## src/rtl/addsub_pkg.sv

```systemverilog
package addsub_pkg;

   typedef enum logic [1:0] {
      OP_ADD = 2'b00,
      OP_SUB = 2'b01,
      OP_ADC = 2'b10,
      OP_SBB = 2'b11
   } addsub_op_e;

   typedef struct packed {
      logic cf;
      logic sf;
      logic zf;
      logic of;
      logic af;
      logic pf;
   } addsub_flags_t;

   localparam int unsigned NIBBLE_BIT = 4;
   localparam int unsigned PARITY_SPAN = 8;

endpackage

```

## src/rtl/addsub_operand_prep.sv

```systemverilog
module addsub_operand_prep
   import addsub_pkg::*;
#(
   parameter int unsigned WIDTH     = 8,
   parameter bit          BORROW_CF = 1'b1
) (
   input  logic [WIDTH-1:0] op_b,
   input  logic [1:0]       op_sel,
   input  logic             carry_in,
   output logic [WIDTH-1:0] b_eff,
   output logic             cin,
   output logic             is_sub
);

   logic sbb_cin;

   // A subtract always goes through the adder, with the subtrahend inverted.
   assign is_sub = op_sel[0];
   assign b_eff  = is_sub ? ~op_b : op_b;

   generate
      if (BORROW_CF) begin : g_borrow_pol
         assign sbb_cin = ~carry_in;
      end else begin : g_raw_pol
         assign sbb_cin = carry_in;
      end
   endgenerate

   always_comb begin
      unique case (addsub_op_e'(op_sel))
         OP_ADD:  cin = 1'b0;
         OP_SUB:  cin = 1'b1;
         OP_ADC:  cin = carry_in;
         OP_SBB:  cin = sbb_cin;
         default: cin = 1'b0;
      endcase
   end

endmodule

```

## src/rtl/addsub_ripple.sv

```systemverilog
module addsub_ripple #(
   parameter int unsigned WIDTH = 8
) (
   input  logic [WIDTH-1:0] a,
   input  logic [WIDTH-1:0] b,
   input  logic             cin,
   output logic [WIDTH-1:0] sum,
   output logic             c_out,
   output logic             c_msb,
   output logic             c_half
);

   localparam int unsigned HALF = addsub_pkg::NIBBLE_BIT;

   logic [WIDTH:0] carry;

   assign carry[0] = cin;

   genvar i;
   generate
      for (i = 0; i < WIDTH; i++) begin : g_bit
         assign sum[i]     = a[i] ^ b[i] ^ carry[i];
         assign carry[i+1] = (a[i] & b[i]) | (carry[i] & (a[i] ^ b[i]));
      end
      if (WIDTH > HALF) begin : g_half
         assign c_half = carry[HALF];
      end else begin : g_no_half
         assign c_half = 1'b0;
      end
   endgenerate

   assign c_out = carry[WIDTH];
   assign c_msb = carry[WIDTH-1];

endmodule

```

## src/rtl/addsub_flag_gen.sv

```systemverilog
module addsub_flag_gen
   import addsub_pkg::*;
#(
   parameter int unsigned WIDTH     = 8,
   parameter bit          BORROW_CF = 1'b1
) (
   input  logic [WIDTH-1:0] sum,
   input  logic             c_out,
   input  logic             c_msb,
   input  logic             c_half,
   input  logic             is_sub,
   output addsub_flags_t    flags
);

   localparam int unsigned PW = (WIDTH < PARITY_SPAN) ? WIDTH : PARITY_SPAN;

   logic flip;

   generate
      if (BORROW_CF) begin : g_flip
         assign flip = is_sub;
      end else begin : g_noflip
         assign flip = 1'b0;
      end
   endgenerate

   always_comb begin
      flags.cf = c_out ^ flip;
      flags.sf = sum[WIDTH-1];
      flags.zf = ~|sum;
      flags.of = c_out ^ c_msb;
      flags.af = c_half ^ flip;
      flags.pf = ~^sum[PW-1:0];
   end

endmodule

```

## src/rtl/alu_addsub_flags.sv

```systemverilog
module alu_addsub_flags
   import addsub_pkg::*;
#(
   parameter int unsigned WIDTH     = 8,
   parameter bit          BORROW_CF = 1'b1
) (
   input  logic             clk,
   input  logic             rst_n,
   input  logic             in_valid,
   input  logic [WIDTH-1:0] op_a,
   input  logic [WIDTH-1:0] op_b,
   input  logic [1:0]       op_sel,
   input  logic             carry_in,
   output logic [WIDTH-1:0] result,
   output logic             cf,
   output logic             sf,
   output logic             zf,
   output logic             of,
   output logic             af,
   output logic             pf,
   output logic [5:0]       flags_q
);

   generate
      if (WIDTH < 2) begin : g_bad_width
         $error("alu_addsub_flags: WIDTH must be at least 2");
      end
   endgenerate

   logic [WIDTH-1:0] b_eff;
   logic             cin;
   logic             is_sub;
   logic             c_out;
   logic             c_msb;
   logic             c_half;
   addsub_flags_t    flags;
   addsub_flags_t    flags_r;

   addsub_operand_prep #(.WIDTH(WIDTH), .BORROW_CF(BORROW_CF)) u_prep (
      .op_b     (op_b),
      .op_sel   (op_sel),
      .carry_in (carry_in),
      .b_eff    (b_eff),
      .cin      (cin),
      .is_sub   (is_sub)
   );

   addsub_ripple #(.WIDTH(WIDTH)) u_core (
      .a      (op_a),
      .b      (b_eff),
      .cin    (cin),
      .sum    (result),
      .c_out  (c_out),
      .c_msb  (c_msb),
      .c_half (c_half)
   );

   addsub_flag_gen #(.WIDTH(WIDTH), .BORROW_CF(BORROW_CF)) u_flags (
      .sum    (result),
      .c_out  (c_out),
      .c_msb  (c_msb),
      .c_half (c_half),
      .is_sub (is_sub),
      .flags  (flags)
   );

   always_ff @(posedge clk or negedge rst_n) begin
      if (!rst_n) begin
         flags_r <= '0;
      end else if (in_valid) begin
         flags_r <= flags;
      end
   end

   assign cf      = flags.cf;
   assign sf      = flags.sf;
   assign zf      = flags.zf;
   assign of      = flags.of;
   assign af      = flags.af;
   assign pf      = flags.pf;
   assign flags_q = flags_r;

endmodule

```

## config.mk

```make
export PLATFORM = sky130hd
export DESIGN_NAME = alu_addsub_flags
export DESIGN_NICKNAME = d
export VERILOG_FILES = /design/src/rtl/addsub_pkg.sv /design/src/rtl/addsub_operand_prep.sv /design/src/rtl/addsub_ripple.sv /design/src/rtl/addsub_flag_gen.sv /design/src/rtl/alu_addsub_flags.sv
export SDC_FILE = /design/constraint.sdc
export NUM_CORES = 1
export LEC_CHECK = 0
export BUFFER_PORTS_ARGS = -buffer_cell sky130_fd_sc_hd__buf_2
export CORE_UTILIZATION = 44
export CTS_CLUSTER_DIAMETER = 60
export DETAILED_ROUTE_END_ITERATION = 6
export PLACE_DENSITY = 0.93
export SYNTH_ARGS = -nofsm -noshare
export SYNTH_HDL_FRONTEND = slang
export SYNTH_SLANG_ARGS = --single-unit
```

## constraint.sdc

```tcl
create_clock -name clk -period 11.18 [get_ports clk]
set_input_delay 2.236 -clock clk [delete_from_list [all_inputs] [get_ports clk]]
set_output_delay 2.236 -clock clk [all_outputs]
set_load 0.03 [all_outputs]
```

==> impl_metrics.tcl <==
set metrics [dict create \
    synth.distinct_cells 14 \
    netlist_area_um2 657 \
    maxCapViolCount 0 \
    reg2reg_slack_ns 10.42 \
    rsz0062_at_grt "false" \
    gp_congestion 0.738 \
    via_per_inst 4.63 \
    leakage_nw 0.467 \
    powerDensity_mw_per_mm2 237 \
    final_cells 117 \
    worst_path_max_delay_cell "fa_1" \
    cp.depth 17 \
    pin_count 42 \
    syn_area_per_cell_um2 10.8 \
    ys_ff_latch 6 \
    worst-path-max-fanout 11 \
    grt_first_pass_wirelength_um 1910 \
    rows 13 \
    clockBufferDepth 2 \
    crit_path_start "op_sel[0]" \
    maxSlewViolCount 0 \
    yosysSeqAreaShare_pct 22.9 \
    cts_buffers 3 \
    worst_slew_pin_slew_ns 0.300 \
    dp_cells 114 \
    cts.htree.levels 1 \
    hold_viol_final 0 \
    grt_use_total_pct 17.9 \
    worstPathArrival_ns 6.58 \
    drt-initial-drc-count 1 \
    setup_tns_ns 0 \
    crit_path_start_kind "primary input" \
    antenna_found_initial 0 \
    num_vias 542 \
    relSlewSlack_pct 80.0 \
    outcome "finished clean" \
    cp_common_cell "fa_1" \
    path_cells "buf_2, xor2_1, fa_1, inv_1, fa_1, fa_1, fa_1, fa_1, fa_1, inv_1, fa_1, inv_1, fa_1, xnor2_1, xnor2_1, xnor2_1, buf_2" \
    routedWlPerCell_um 11.2 \
    cts_setup_buffers 0 \
    min_period_ns 8.82 \
    start_util_pct 48.7 \
    hold_buffers 0 \
    yosysTopAreaCell "fa_1" \
    fp.dieW_um 40.6 \
    syn_inst 61 \
    setup_viol 0 \
    fp.dieH_um 40.6 \
    n_antenna_cell 0 \
    path_class "primary input to output pin" \
    layout-drive-gt1-share_pct 52.0 \
    synthDominantCellAreaShare_pct 24.4 \
    cts-root-buf "clkbuf_4" \
    r2r_cells 1 \
    min_path_type "flip-flop to flip-flop" \
    grt_pass1_vias 487 \
    drtPass1Iterations 2 \
    required_ns 8.94 \
    r2r-end "flags_q[3]" \
    cts_tree "built" \
    end_kind "output pin" \
    cp_slowest_stage_delay_ns 0.55 \
    buffer_ports.inserted 41 \
    grt_max_degree 12 \
    cp_top_family "adder cells" \
    timing.fmax_ghz 0.113 \
    fin_skew_ns 0 \
    largest_reg_flops 6 \
    fin_crit_sh_pct 78.9 \
    yosys_warnings 0 \
    setup_slack_ns 2.36 \
    cp_num_buf_inv 5 \
    drt_wl_total_um 1310 \
    placed_area_um2 865 \
    clock_sinks 6 \
    clk_pin_slew_ns 0.04 \
    clk_latency_ns 0.24 \
    drtAntennaViolNets 0 \
    dieArea_mm2 0.00165 \
    final_nets 134 \
    area_delta_synth_final_pct 35.0 \
    dpl_worst_slack_ns 2.33 \
    globalRoute.totalOverflow 0 \
    peakVddDrop_mv 0.124 \
    synth_area_leaders "fa_1, dfrtp_1, xnor2_1" \
    ctsResizeCount 0 \
    coreArea_mm2 0.00135 \
    final_cell_area_um2 887 \
    drc_errors 0 \
    dp_hpwl_um 1170 \
    r2r-start "flags_q[3]" \
    fin_hold_ws_ns 0.479 \
    critical_path.endpoint "pf" \
    syn_nets 91 \
]
-- metal layers --
layer | routed length [um] | vias up | track usage, %
li1 | - | 261 | -
met2 | 765 | 22 | 35.3
met1 | 474 | 259 | 17.6
met4 | 0 | 0 | 0
met3 | 73 | 0 | 8.70
met5 | 0 | - | 0
-- report_power, final --
part | switching, mW | leakage (nW) | internal [mW]
Combinational | 0.102 | 0.381 | 0.0578
Clock | 0.00717 | 0.0138 | 0.0121
Sequential | 0.00247 | 0.0724 | 0.0285
Total | 0.112 | 0.467 | 0.0983
-- layout by cell type (no fill, tap or decap) --
cell type / count
buf_2: 41
xnor2_1: 17
inv_1: 13
fa_1: 8
dfrtp_1: 6
mux2_2: 5
clkbuf_4: 3
nand2_1: 2
inv_2: 2
xor2_1: 2
or4_4: 1
nor4_4: 1
mux2_1: 1
-- through the flow --
step | power, mW | utilization, %
after global placement | 0.188 | 64.0
after floorplan | 0.155 | -
after detailed placement | 0.193 | 64.0
final | 0.210 | 65.7
after global routing | 0.225 | 65.7
after CTS | 0.213 | 65.7
-- final cells by class --
class / count / area (um2)
Sequential cell: 6 / 150
Multi-Input combinational cell: 37 / 434
Tap cell: 15 / 18.8
Timing Repair Buffer: 41 / 205
Clock buffer: 3 / 22.5
Fill cell: 111 / 463
Inverter: 15 / 56.3
-- synthesized netlist by cell type --
library cell and count:
xnor2_1 17, inv_1 13, fa_1 8, dfrtp_1 6, mux2_2 5, inv_2 2
nand2_1 2, xor2_1 2, buf_2 1, buf_4 1, clkbuf_1 1, mux2_1 1
nor4_4 1, or4_4 1
-- worst min-delay path by stage --
| stage | from | endpoint | slack [ns] | cells past startpoint |
|---|---|---|---|---|
| after detailed placement | flags_q[3] | flags_q[3] | 0.47 | 1 |
| final | flags_q[3] | flags_q[3] | 0.48 | 1 |
| after global routing | flags_q[3] | flags_q[3] | 0.50 | 1 |
| after global placement | flags_q[3] | flags_q[3] | 0.47 | 1 |
| after floorplan | flags_q[3] | flags_q[3] | 0.69 | 1 |
| after CTS | flags_q[3] | flags_q[3] | 0.48 | 1 |
-- cells by family after synthesis --
| family | Yosys count | share of synthesized area, % |
|---|---|---|
| xor+xnor | 19 | 25.3 |
| buf+inv | 18 | 11.0 |
| fa+ha+maj | 8 | 24.4 |
| mux | 6 | 10.3 |
| flops | 6 | 22.9 |
| simple gates | 4 | 6.10 |
(Power assumes the default switching activity.)
